===== src/rtl/ccm_bank_pkg.sv =====
package ccm_bank_pkg;

  localparam int DATA_W   = 32;
  localparam int LOCK_BIT = 31;
  localparam logic [1:0] SIZE_WORD = 2'b10;

  typedef enum logic [1:0] {
    OP_BASE = 2'd0,
    OP_SET  = 2'd1,
    OP_CLR  = 2'd2,
    OP_TOG  = 2'd3
  } alias_op_e;

  // Reset value of register idx, with the lock bit forced for PLL registers.
  function automatic logic [DATA_W-1:0] base_reset(input int idx, input bit is_pll);
    logic [DATA_W-1:0] v;
    case (idx)
      0:       v = 32'h0001_3001;
      1:       v = 32'h1018_101B;
      default: v = '0;
    endcase
    if (is_pll) v[LOCK_BIT] = 1'b1;
    return v;
  endfunction

endpackage


===== src/rtl/ccm_alias_decode.sv =====
module ccm_alias_decode
  import ccm_bank_pkg::*;
#(
  parameter int ADDR_W   = 8,
  parameter int NUM_REGS = 8,
  localparam int IDX_W   = ADDR_W - 4
) (
  input  logic              rd,
  input  logic              wr,
  input  logic [ADDR_W-1:0] addr,
  input  logic [1:0]        size,
  output logic              bad,
  output logic              mapped,
  output logic [IDX_W-1:0]  idx,
  output alias_op_e         op
);
  localparam logic [IDX_W:0] NUM_L = (IDX_W+1)'(NUM_REGS);

  always_comb begin
    bad    = (rd | wr) && ((addr[1:0] != 2'b00) || (size != SIZE_WORD));
    idx    = addr[ADDR_W-1:4];
    op     = alias_op_e'(addr[3:2]);
    mapped = ({1'b0, idx} < NUM_L);
  end
endmodule


===== src/rtl/ccm_alias_reg.sv =====
module ccm_alias_reg
  import ccm_bank_pkg::*;
#(
  parameter logic [DATA_W-1:0] RESET_VAL = '0
) (
  input  logic              clk,
  input  logic              rst,
  input  logic              we,
  input  alias_op_e         op,
  input  logic [DATA_W-1:0] wdata,
  output logic [DATA_W-1:0] val
);
  always_ff @(posedge clk) begin
    if (rst) begin
      val <= RESET_VAL;
    end else if (we) begin
      unique case (op)
        OP_BASE: val <= wdata;
        OP_SET:  val <= val | wdata;
        OP_CLR:  val <= val & ~wdata;
        OP_TOG:  val <= val ^ wdata;
      endcase
    end
  end

  assert_set_or_R1: assert property (@(posedge clk) disable iff (rst)
    (we && op == OP_SET) |=> val == ($past(val) | $past(wdata)));
  assert_clr_andnot_R2: assert property (@(posedge clk) disable iff (rst)
    (we && op == OP_CLR) |=> val == ($past(val) & ~$past(wdata)));
  assert_tog_xor_R3: assert property (@(posedge clk) disable iff (rst)
    (we && op == OP_TOG) |=> val == ($past(val) ^ $past(wdata)));
  assert_base_write_R4: assert property (@(posedge clk) disable iff (rst)
    (we && op == OP_BASE) |=> val == $past(wdata));
  assert_hold_R8: assert property (@(posedge clk) disable iff (rst)
    !we |=> $stable(val));
endmodule


===== src/rtl/ccm_alias_bank.sv =====
module ccm_alias_bank
  import ccm_bank_pkg::*;
#(
  parameter int ADDR_W   = 8,
  parameter int NUM_REGS = 8,
  parameter logic [NUM_REGS-1:0] PLL_MASK = 8'h0D
) (
  input  logic              clk,
  input  logic              rst,
  input  logic              bus_rd,
  input  logic              bus_wr,
  input  logic [ADDR_W-1:0] bus_addr,
  input  logic [1:0]        bus_size,
  input  logic [31:0]       bus_wdata,
  output logic [31:0]       bus_rdata,
  output logic              bus_err
);
  localparam int IDX_W = ADDR_W - 4;
  localparam int SEL_W = (NUM_REGS > 1) ? $clog2(NUM_REGS) : 1;

  logic             bad, mapped;
  logic [IDX_W-1:0] idx;
  alias_op_e        op;
  logic [DATA_W-1:0] vals [NUM_REGS];
  logic [SEL_W-1:0]  sel;
  logic              wr_ok, rd_ok;

  ccm_alias_decode #(.ADDR_W(ADDR_W), .NUM_REGS(NUM_REGS)) u_dec (
    .rd(bus_rd), .wr(bus_wr), .addr(bus_addr), .size(bus_size),
    .bad(bad), .mapped(mapped), .idx(idx), .op(op)
  );

  assign sel   = idx[SEL_W-1:0];
  assign wr_ok = bus_wr && !bad && mapped;
  assign rd_ok = bus_rd && !bad;

  for (genvar i = 0; i < NUM_REGS; i++) begin : g_reg
    ccm_alias_reg #(.RESET_VAL(base_reset(i, PLL_MASK[i]))) u_reg (
      .clk(clk), .rst(rst),
      .we(wr_ok && (sel == SEL_W'(i))),
      .op(op), .wdata(bus_wdata), .val(vals[i])
    );
  end

  always_ff @(posedge clk) begin
    if (rst) begin
      bus_rdata <= '0;
      bus_err   <= 1'b0;
    end else begin
      bus_err <= bad;
      if (rd_ok) bus_rdata <= mapped ? vals[sel] : '0;
    end
  end

  assert_unmapped_zero_R9: assert property (@(posedge clk) disable iff (rst)
    (bus_rd && !bad && !mapped) |=> bus_rdata == '0);
  assert_err_follows_access_R8: assert property (@(posedge clk) disable iff (rst)
    $rose(bus_err) |-> $past(bus_rd || bus_wr));
  assert_bad_holds_rdata_R8: assert property (@(posedge clk) disable iff (rst)
    (bad && !(bus_rd && !bad)) |=> $stable(bus_rdata));
endmodule


===== config.mk =====
export PLATFORM = sky130hd
export DESIGN_NAME = ccm_alias_bank
export DESIGN_NICKNAME = d
export VERILOG_FILES = /design/src/rtl/ccm_bank_pkg.sv /design/src/rtl/ccm_alias_decode.sv /design/src/rtl/ccm_alias_reg.sv /design/src/rtl/ccm_alias_bank.sv
export SDC_FILE = /design/constraint.sdc
export NUM_CORES = 1
export LEC_CHECK = 0
export BUFFER_PORTS_ARGS = -buffer_cell sky130_fd_sc_hd__buf_2
export CORE_ASPECT_RATIO = 0.5
export CORE_UTILIZATION = 25
export DETAILED_ROUTE_END_ITERATION = 16
export SLEW_MARGIN = 20
export SYNTH_ARGS = -nofsm -noshare
export SYNTH_HDL_FRONTEND = slang
export SYNTH_SLANG_ARGS = --single-unit

===== constraint.sdc =====
create_clock -name clk -period 3.6 [get_ports clk]
set_input_delay 0.18 -clock clk [delete_from_list [all_inputs] [get_ports clk]]
set_output_delay 0.18 -clock clk [all_outputs]
set_load 0.05 [all_outputs]

Yosys cells after proc, flatten, opt, wreduce, memory -nomap -nowiden

Index checks and enable logic that the tools add are counted.

Word-level logic and storage cells: 79
Output and inout port bits: 33
Input bits: 46
Bits in registers: 289

Equal/unequal tests: 11
Order comparisons: 2
Reduce and logical (&&, ||, !) cells: 17
Bitwise gates (word level): 27
Muxes and demuxes: 12

Operators with widths:

| operator             | count |
|---|---|
| $pmux W32 S4         | 8 |
| $and A32 B32 Y32     | 8 |
| $or A32 B32 Y32      | 8 |
| $xor A32 B32 Y32     | 8 |
| $bmux W32 S3         | 1 |
| $mux W32             | 3 |
| $not A32 Y32         | 1 |
| $eq A3 B3 Y1 const B | 4 |
| $logic_and A1 B1 Y1  | 12 |
| $eq A3 B2 Y1 const B | 2 |
| $eq A2 B2 Y1 const B | 2 |
| $ge A4 B4 Y1 const B | 1 |
| $lt A4 B4 Y1 const B | 1 |
| $not A3 Y4           | 1 |
| $eq A3 B1 Y1 const B | 1 |
| $logic_not A3 Y1     | 1 |
| $eq A2 B1 Y1 const B | 1 |
| $logic_not A2 Y1     | 1 |
| $ne A2 B2 Y1 const B | 1 |
| $reduce_bool A2 Y1   | 1 |
| $logic_not A1 Y1     | 1 |
| $logic_or A1 B1 Y1   | 1 |
| $or A1 B1 Y1         | 1 |

Logic depth before layout (Yosys ltp)

Gate-level depths: netlist of the first run.

Depth after elaboration: 7
Depth in mapped cells: 8
Mapped depth without buffers: 6

Cells and area by module

Synthesis of the first run repeated with hierarchy kept, for this count alone.

Cell total of the unflattened synthesis: 3027
Area total of the unflattened synthesis: 27886.7 µm²

By module, submodules not included:

| module                             | seq. area each (µm²) | times used | area an instance (µm²) | cells an instance |
|---|---|---|---|---|
| ccm_alias_reg (g_reg[4].u_reg ...) | 640.6                | 4          | 3100.5                 | 351 |
| ccm_alias_reg (g_reg[2].u_reg ...) | 640.6                | 2          | 3106.7                 | 353 |
| ccm_alias_reg (g_reg[0].u_reg)     | 640.6                | 1          | 3189.3                 | 350 |
| ccm_alias_reg (g_reg[1].u_reg)     | 640.6                | 1          | 3128.0                 | 349 |
| ccm_alias_bank                     | 660.6                | 1          | 2882.8                 | 208 |
| ccm_alias_decode                   | 0.0                  | 1          | 71.3                   | 10 |

Worst setup path before layout of the first run

OpenSTA, ideal clock, no wires.

Kind: input to register
Start point: input port bus_addr[1]
End point: register g_reg[1].u_reg.val[12]
Arrival: 1908 ps
Cell stages on the path: 7
Data required time: 3478 ps
Library setup time: 122 ps
Path buffers: 3
Slack: 1571 ps
Path through: or4b_4 > buf_6 > or4_4 > buf_6 > buf_6 > a211oi_1 > o21bai_1

Word-level cells in the longest chain between the ends: 7

Ends and longest elaborated chain:

| item                             | RTL line               | text |
|---|---|---|
| start, declared                  | ccm_alias_bank.sv:12   | `input logic [ADDR_W-1:0] bus_addr,` |
| $reduce_bool A2 Y1               | ccm_alias_decode.sv:20 | `bad = (rd \| wr) && ((addr[1:0] != 2'b00) \|\| (size != SIZE_WORD));` |
| $logic_or A1 B1 Y1               | ccm_alias_decode.sv:20 |  |
| $logic_and A1 B1 Y1              | ccm_alias_decode.sv:20 |  |
| $logic_not A1 Y1                 | ccm_alias_bank.sv:34   | `assign wr_ok = bus_wr && !bad && mapped;` |
| $logic_and A1 B1 Y1 (2 in a row) | ccm_alias_bank.sv:34   |  |
| $logic_and A1 B1 Y1              | ccm_alias_bank.sv:40   | `.we(wr_ok && (sel == SEL_W'(i))),` |
| end signal, assigned             | ccm_alias_reg.sv:19    | `OP_SET: val <= val \| wdata;` |
| end signal, assigned             | ccm_alias_reg.sv:20    | `OP_CLR: val <= val & ~wdata;` |
| end signal, assigned             | ccm_alias_reg.sv:21    | `OP_TOG: val <= val ^ wdata;` |
| end, declared                    | ccm_alias_reg.sv:11    | `output logic [DATA_W-1:0] val` |

Every way passes these cells.
A chain may end at the register's enable or synchronous reset.

Worst setup path in the final report of the first run

Start point: input port bus_wr
End point: register g_reg[0].u_reg.val[19]

Word-level cells in the longest chain between the ends: 6

Ends and longest elaborated chain:

| item                                 | RTL line               | text |
|---|---|---|
| start, declared                      | ccm_alias_bank.sv:11   | `input logic bus_wr,` |
| $or A1 B1 Y1                         | ccm_alias_decode.sv:20 |  |
| $logic_and A1 B1 Y1                  | ccm_alias_decode.sv:20 |  |
| $logic_not A1 Y1                     | ccm_alias_bank.sv:34   |  |
| $logic_and A1 B1 Y1 (*) (2 in a row) | ccm_alias_bank.sv:34   |  |
| $logic_and A1 B1 Y1 (*)              | ccm_alias_bank.sv:40   |  |
| end signal, assigned                 | ccm_alias_reg.sv:19    |  |
| end signal, assigned                 | ccm_alias_reg.sv:20    |  |
| end signal, assigned                 | ccm_alias_reg.sv:21    |  |
| end, declared                        | ccm_alias_reg.sv:11    |  |

Every way passes the cells marked *; elsewhere a longest branch is shown, timed or not.

==> results.cfg, run 1 <==
[floorplanning]
dieWidth_um = 455
core-area_mm2 = 0.101
start_util_pct = 25.4
fp-row-count = 82
die-area_mm2 = 0.104
die_h_um = 228
ios = 79

[worst_setup_path]
critPathLaunch = bus_wr
worstPathRequired_ps = 4010
path_cells = dlygate4sd3_1 -> buf_2 -> nand2b_1 -> buf_4 -> or4_2 -> buf_12 -> a211oi_1 -> a211oi_1
rr_startpoint = g_reg[0].u_reg.val[19]
slowest_stage = or4_2
path_delay_family = buffers and inverters
worstSetupEndpointType = flop
worstSetupStartpointType = input pin
crit_type = input pin to flop
path_max_fanout = 40
reg2reg_slack_ps = 2080
max_stage_delay_ps = 880
critical_path_arrival_ps = 2690
path_common_cell = a211oi_1
cp_num_buf_inv = 4

[route]
drt_first_pass_iters = 5
via_per_inst = 5.10
ant_nets = 0
avgRoutedWirePerCell_um = 17.6
wl_mm = 73.5
drt_iter0_drc = 1206
num_vias = 21300
drc = 0

[outcome]
status = completed

[global_route]
antenna_found_initial = 1
gr-total-overflow = 0
grt_pass1_wl_mm = 118
grt_max_degree = 107
grt_use_total_pct = 13.9
first_global_vias = 21600

[logic_synthesis]
ys_warn_count = 0
synth_compound_area_share_pct = 24.4
ys_types = 30
synthFlopType = dfxtp_1
synth_mux_area_share_pct = 15.2
synth_area_mm2 = 0.0256
synth-simple-area-share_pct = 4.91
synth-edff-count = 0
synthCells = 2868
ys_seq_area_share_pct = 22.6
synth-async-reset-ratio_pct = 0
syn_avg_cell_area_um2 = 8.93
ys_ff_latch = 289
synth_nets = 3426
synth-xor-area-share_pct = 0
synth_top_family_by_area = adder cells
synthAdderAreaFrac_pct = 25.0

[pwr]
pwr-share-clk_pct = 46.5
total_power_w = 0.00853
internal_power_w = 0.00607
combinationalPowerShare_pct = 15.8
switching_share_pct = 28.8
powerDensity_mw_per_mm2 = 297
sequentialPowerShare_pct = 37.7
p_sw_w = 0.00246
ir_drop_mv = 0.254
p_leak_nw = 11.2

[timing]
hold_violations = 0
skew_ps = 9.06
setup_tns_ps = 0
hold_slack_ps = 28.4
slew_headroom_pct = 38.3
tightest_slew_ps = 925
fmax_mhz = 438
min_period_ps = 2280
slew_viol_final = 0
finalSetupViolCount = 0
rsz0062_at_grt = false
fin_crit_sh_pct = 63.4
setup_slack_ps = 1320

[cts]
cts.repair.resized = 0
cts_root_buf = clkbuf_16
cts_tree = built
ctsHoldBuffers = 1
insertion_delay_ps = 570
cts_setup_buffers = 0
clkTransAtPathRegs_ps = 60
cts_buffers = 39
cts_num_sinks = 289
clock_path_buffers = 3
htreeDepth = 2

[hold_path]
hold_path_class = input pin to flop
hp-start = bus_rd

[placed_design]
numPortBuffers = 78
dp.cells = 4110
dp_hpwl_mm = 43.7
pre_cts_slack_ps = 818
gp_congestion = 0.744

[job]
drv_cap = 0

[layout]
antennaDiodeCount = 0
final_layout_size_suffix_gt1_share_pct = 18.7
syn2layout_area_growth_pct = 11.9
nNetsFinal = 3366
fillers = 10500
fin_cells = 4181
cells in the mapped netlist, types with 2 or more instances:
cell type / n / area, µm²
a21oi_1: 191 / 956
buf_2: 24 / 120
nor4b_1: 2 / 17.5
and3_1: 2 / 12.5
a211o_1: 2 / 17.5
buf_6: 6 / 67.6
o21bai_1: 15 / 113
inv_1: 289 / 1080
o221ai_1: 32 / 280
buf_1: 26 / 97.6
nor4_1: 2 / 12.5
dfxtp_1: 289 / 5790
nor2_1: 238 / 893
ha_1: 512 / 6410
o221a_2: 32 / 360
mux2i_1: 64 / 641
a211oi_1: 559 / 4200
clkbuf_1: 180 / 676
nor4_4: 5 / 106
o21ai_0: 64 / 320
mux2_2: 288 / 3240
nand2_1: 35 / 131
nand2b_1: 4 / 25.0
sequential cells by signal (all words and copies together), names as in the netlist:
signal       cells
g.u_reg.val    256
bus_rdata       32
bus_err          1
layer usage:
layer  part of all wire [%]  GRT usage [%]  vias up
met4                    3.3           5.35        0
met1                     44           17.4    10400
met3                    3.9           1.50      135
li1                       -              -    10300
met5                      0              0        -
met2                     49           24.3      410
cell usage in the layout (no fill, tap or decap), types with 11 or more instances in the layout:
cell / count
clkbuf_16: 41
a211oi_1: 559
dfxtp_1: 289
nor2_1: 238
inv_1: 289
buf_12: 13
o21ai_0: 64
ha_1: 512
a21oi_1: 190
buf_2: 74
clkbuf_8: 11
mux2_2: 288
mux2i_1: 64
o221ai_1: 32
o221a_2: 32
nand2_1: 35
buf_4: 43
o21bai_1: 15
cells by family after synthesis:
kind of cell | Yosys count
AO/OA/AOI/OAI | 895
AND/OR/NAND/NOR | 295
flip-flops | 289
buffers and inverters | 525
multiplexers | 352
adder cells (fa/ha/maj) | 512
power groups by stage:
| stage | sequential, W | clock, W | combinational (W) |
|---|---|---|---|
| final | 0.00322 | 0.00397 | 0.00135 |
| after global routing | 0.00321 | 0.00417 | 0.00149 |
| after CTS | 0.00322 | 0.00405 | 0.00135 |
| after detailed placement | 0.00329 | 0 | 0.00133 |
| after global placement | 0.00329 | 0 | 0.00128 |
| after floorplan | 0.00329 | 0 | 0.000951 |
through the flow:
stage / area, µm² / util, %
floorplan: 25600 / -
global placement: 27400 / 27.2
detailed placement: 27400 / 27.2
CTS: 28700 / 28.4
global route: 28700 / 28.4
finish: 28700 / 28.4
worst min-delay path, stage by stage:
cell    delay (ps)
buf_2          120
nor2_1         100
nor3_1         110
final timing paths:
path,to,cells past startpoint
max,g_reg[0].u_reg.val[19],8
min,bus_err,3
max reg2reg,g_reg[0].u_reg.val[19],5
min reg2reg,bus_rdata[29],2
layout make-up:
class | instances | area (µm²) | area share, %
clock buffer | 61 | 1200 | 4.19
clock inverter | 9 | 72.6 | 0.253
inverter | 289 | 1080 | 3.78
multi-input combinational | 2054 | 17800 | 62.2
sequential | 289 | 5790 | 20.2
tap | 1344 | 1680 | 5.86
timing repair buffer | 135 | 1020 | 3.55
Note: power is estimated with default switching activity, not from simulation.
==> run 2, diff against run 1 <==
clock period = 1.8 ns   (was 3.6 ns; I/O delays follow)
==> run 2 against run 1 <==
Net effect: clock power is 98% higher; sequential power grew 100%; critical endpoint is now g_reg[0].u_reg.val[21]; clock skew rose by 4.8 ps.
==> results.cfg, run 2 (synthesis gave the netlist of run 1 again) <==
[outcome]
status = completed

[cts]
cts_num_sinks = 289
cts_setup_buffers = 0
clock_path_buffers = 3
cts.repair.resized = 0
clkTransAtPathRegs_ps = 50
htreeDepth = 2
insertion_delay_ps = 560
ctsHoldBuffers = 3
cts_root_buf = clkbuf_16
cts_buffers = 39
cts_tree = built

[layout]
final_cell_mix = 531 x a211oi_1, 512 x ha_1, 289 x inv_1, 289 x dfxtp_1, 288 x mux2_2
final_layout_size_suffix_gt1_share_pct = 22.7
top_register = g.u_reg.val
layout_commonest_cell = a211oi_1
nNetsFinal = 3487
fin_cells = 4302
syn2layout_area_growth_pct = 17.7
largest_register_ffs = 256
fin_util_pct = 29.9
top_regs = g.u_reg.val x256, bus_rdata x32, bus_err x1

[floorplanning]
dieWidth_um = 455
core-area_mm2 = 0.101
ios = 79
start_util_pct = 25.4
die-area_mm2 = 0.104
die_h_um = 228
fp-row-count = 82

[global_route]
grt_use_total_pct = 14.3
gr-usage-met2_pct = 25.0
top_usage_layer = met2
use_met1_pct = 18.1
gr-usage-met3_pct = 1.49
grt_pass1_wl_mm = 122
gr-total-overflow = 0
first_global_vias = 22100
grt_max_degree = 131
antenna_found_initial = 2

[worst_setup_path]
critical_path_depth = 7
critPathLaunch = bus_wr
slowest_stage = or4_2
endpoint = g_reg[0].u_reg.val[21]
max_stage_delay_ps = 650
cp_num_buf_inv = 3
path_cells = dlygate4sd3_1 -> buf_2 -> nand2b_1 -> or4_2 -> buf_4 -> a211oi_1 -> a211oi_1
path_max_fanout = 15
r2r_end = g_reg[1].u_reg.val[14]
rr_startpoint = g_reg[1].u_reg.val[14]
ff2ff_path_depth = 5
worstSetupStartpointType = input pin
crit_type = input pin to flop
reg2reg_slack_ps = 300
path_common_cell = a211oi_1
path_delay_family = buffers and inverters
worstPathRequired_ps = 2190
critical_path_arrival_ps = 2040
worstSetupEndpointType = flop

[route]
ant_nets = 0
via_per_inst = 5.06
drt_iter0_drc = 1355
avgRoutedWirePerCell_um = 17.5
num_vias = 21800
wl_mm = 75.3
drt_first_pass_iters = 5
drc = 0

[placed_design]
numPortBuffers = 78
gp_congestion = 0.781
dp.cells = 4229
dp_hpwl_mm = 48.1

[timing]
slew_headroom_pct = 46.6
fin_crit_sh_pct = 91.5
skew_ps = 13.9
setup_tns_ps = 0
fmax_mhz = 607
min_period_ps = 1650
hold_violations = 0
tightest_slew_ps = 800
finalSetupViolCount = 0
hold_slack_ps = 43.6
rsz0062_at_grt = false
slew_viol_final = 0

[pwr]
p_sw_w = 0.00494
powerDensity_mw_per_mm2 = 571
combinationalPowerShare_pct = 17.0
internal_power_w = 0.0123
sequentialPowerShare_pct = 37.3
p_leak_nw = 11.9
switching_share_pct = 28.7
pwr-share-clk_pct = 45.6
ir_drop_mv = 0.561

[hold_path]
hold_path_class = input pin to flop

[job]
drv_cap = 0
[run 2: cell count changes in the layout (fill, tap and decap cells not counted), moves of 2 or more]
cell	before	now
buf_4	43	127
buf_12	13	48
clkbuf_1	10	14
dlygate4sd3_1	1	3
a211oi_1	559	531
a211oi_2	0	28
clkinv_2	7	3
[run 2: power by group through the flow]
stage	clock network, W	logic, W	registers [W]
4_1_cts	0.00803	0.00293	0.00643
6_report	0.00786	0.00293	0.00643
3_5_place_dp	0	0.00289	0.00657
2_1_floorplan	0	0.00192	0.00658
3_3_place_gp	0	0.00277	0.00657
5_1_grt	0.00827	0.00322	0.00643
[run 2: worst min path at each step]
stage / from / end / slack (ps) / cells past startpoint
floorplan: bus_wr / bus_err / 250 / 2
global placement: bus_wr / bus_err / 380 / 3
detailed placement: bus_wr / bus_err / 390 / 3
CTS: bus_addr[3] / g_reg[4].u_reg.val[10] / 20 / 3
global route: bus_addr[3] / g_reg[5].u_reg.val[10] / 70 / 3
finish: bus_addr[3] / g_reg[7].u_reg.val[10] / 40 / 3
[run 2: final cells by class]
type,count,area [µm²]
antenna,1,2.50
clock buffer,64,1200
clock inverter,5,53.8
fill,10400,70700
inverter,289,1080
multi-input combinational,2054,18000
sequential,289,5790
tap,1344,1680
timing repair buffer,256,2370
[run 2: stage by stage]
stage | setup slack, ps | cell area (µm²) | power (W)
floorplan | -116 | 25800 | 0.00850
global placement | -372 | 28900 | 0.00934
detailed placement | -390 | 28900 | 0.00946
CTS | 195 | 30200 | 0.0174
global route | 64.1 | 30200 | 0.0179
finish | 153 | 30200 | 0.0172
[run 2: routing by layer]
layer  routed length, µm  part of all wire (%)  up-vias
met2               36600                    49      387
met4                2060                   2.7        0
li1                    -                     -    10600
met5                   0                     0        -
met1               33900                    45    10700
met3                2800                   3.7      132
[run 2: worst reg2reg max path, cell delays in order (launching register included)]
cell	delay [ps]
dfxtp_1	370
inv_1	80
ha_1	260
mux2_2	270
a211oi_1	280
a211oi_1	90
==> run 3, diff against run 2 <==
RECOVER_POWER = 100   (was unset)
==> run 3 against run 2 <==
Net effect: non-clock buffer count unchanged; wire length decreased by 0.14%; maximum frequency decreased by 3.6%; highest routed layer unchanged; global-route usage unchanged; critical endpoint is now g_reg[0].u_reg.val[27]; largest power group unchanged; flip-flop and latch count unchanged; setup slack got worse by 62 ps; critical path depth unchanged; combinational power about the same; cell count unchanged.
==> results.cfg, run 3 (synthesis gave the netlist of run 1 again) <==
[cts]
htreeDepth = 2
cts_root_buf = clkbuf_16
insertion_delay_ps = 560
cts.repair.resized = 0
cts_setup_buffers = 0
cts_num_sinks = 289
clkTransAtPathRegs_ps = 60
ctsHoldBuffers = 3
clock_path_buffers = 3
cts_buffers = 39
cts_tree = built

[pwr]
pwr-share-clk_pct = 45.6
switching_share_pct = 28.6
internal_power_w = 0.0123
p_leak_nw = 11.7
combinationalPowerShare_pct = 17.0
p_sw_w = 0.00491
sequentialPowerShare_pct = 37.4
powerDensity_mw_per_mm2 = 574
ir_drop_mv = 0.564

[global_route]
first_global_vias = 22100
grt_pass1_wl_mm = 122
grt_use_total_pct = 14.3
grt_max_degree = 131
antenna_found_initial = 2
gr-total-overflow = 0

[timing]
rsz0062_at_grt = false
finalSetupViolCount = 0
slew_viol_final = 0
hold_violations = 0
slew_headroom_pct = 43.1
fmax_mhz = 585
setup_tns_ps = 0
setup_slack_ps = 91.0
tightest_slew_ps = 854
fin_crit_sh_pct = 94.9
min_period_ps = 1710
skew_ps = 15.0

[hold_path]
hold_path_class = input pin to flop
holdPathEnd = g_reg[7].u_reg.val[10]
hold_depth = 3
hp-start = bus_addr[3]

[worst_setup_path]
rr_startpoint = g_reg[1].u_reg.val[14]
worstSetupStartpointType = input pin
reg2reg_slack_ps = 280
worstSetupEndpointType = flop
critical_path_arrival_ps = 2110
path_max_fanout = 14
worstPathRequired_ps = 2200
crit_type = input pin to flop
r2r_end = g_reg[1].u_reg.val[14]
ff2ff_path_depth = 5

[floorplanning]
fp-row-count = 82
core-area_mm2 = 0.101
die-area_mm2 = 0.104
dieWidth_um = 455
ios = 79
start_util_pct = 25.4
die_h_um = 228

[layout]
finish.instance_area_mm2 = 0.0299
fillers = 10500
top_register = g.u_reg.val
layout_commonest_cell = a211oi_1
largest_register_ffs = 256
final_cell_mix = 544 x a211oi_1, 512 x ha_1, 289 x inv_1, 289 x dfxtp_1, 288 x mux2_2
nNetsFinal = 3487
final_layout_size_suffix_gt1_share_pct = 21.0
top_regs = g.u_reg.val x256, bus_rdata x32, bus_err x1
syn2layout_area_growth_pct = 16.8

[job]
drv_cap = 0

[route]
via_per_inst = 5.08
drt_iter0_drc = 1386
ant_nets = 0
drc = 0
avgRoutedWirePerCell_um = 17.5
wl_mm = 75.2
num_vias = 21800
drt_first_pass_iters = 6

[placed_design]
pre_cts_slack_ps = -390
dp_hpwl_mm = 48.1
numPortBuffers = 78
gp_congestion = 0.781
place_area_mm2 = 0.0289

[outcome]
status = completed
[run 3: changes by cell type in the layout (fill, tap and decap cells not counted), sizes merged]
cell / before / now
clkbuf: 65 / 121
buf: 252 / 196
[run 3: power by group through the flow]
stage          Sequential (W)  Combinational [W]  Clock, W
2_1_floorplan         0.00658            0.00192         0
3_3_place_gp          0.00657            0.00277         0
3_5_place_dp          0.00657            0.00289         0
4_1_cts               0.00643            0.00293   0.00803
5_1_grt               0.00643            0.00320   0.00827
6_report              0.00643            0.00292   0.00784
[run 3: cell type report]
type                            instances  area, µm²  area share [%]
Clock buffer                           64       1200            4.02
Clock inverter                          5       53.8           0.180
Tap cell                             1344       1680            5.62
Sequential cell                       289       5790            19.3
Antenna cell                            1       2.50         0.00836
Timing Repair Buffer                  256       2200            7.35
Inverter                              289       1080            3.63
Multi-Input combinational cell       2054      17900            59.9
[run 3: metrics by stage]
step	util (%)	power [W]	hold slack (ps)	cells
final	29.7	0.0172	28.8	4302
after global routing	29.7	0.0179	66.8	4302
after CTS	29.9	0.0174	24.5	4301
after detailed placement	28.6	0.00946	390	4229
after global placement	28.6	0.00934	381	4229
after floorplan	-	0.00850	252	2868
[run 3: worst max-delay path by stage]
stage	end	slack, ps	depth (start not counted)	start
after global routing	g_reg[0].u_reg.val[2]	30	7	bus_wr
after floorplan	g_reg[1].u_reg.val[25]	-120	7	bus_size[0]
after CTS	g_reg[0].u_reg.val[21]	200	7	bus_wr
final	g_reg[0].u_reg.val[27]	90	7	bus_wr
after detailed placement	g_reg[0].u_reg.val[3]	-390	6	bus_size[0]
after global placement	g_reg[0].u_reg.val[24]	-370	6	bus_size[0]
[run 3: worst max-delay path, cell delays in order]
cell	delay, ps
dlygate4sd3_1	520
buf_2	110
nand2b_1	120
or4_2	630
clkbuf_2	290
a211oi_1	260
a211oi_1	90
[run 3: metal layers]
layer / vias to the layer above / routed length (µm) / part of all wire (%) / track usage (%)
met1: 10700 / 33800 / 45 / 18.1
met5: - / 0 / 0 / 0
met3: 138 / 2610 / 3.5 / 1.49
met2: 372 / 36600 / 49 / 25.0
met4: 0 / 2160 / 2.9 / 4.86
li1: 10600 / - / - / -
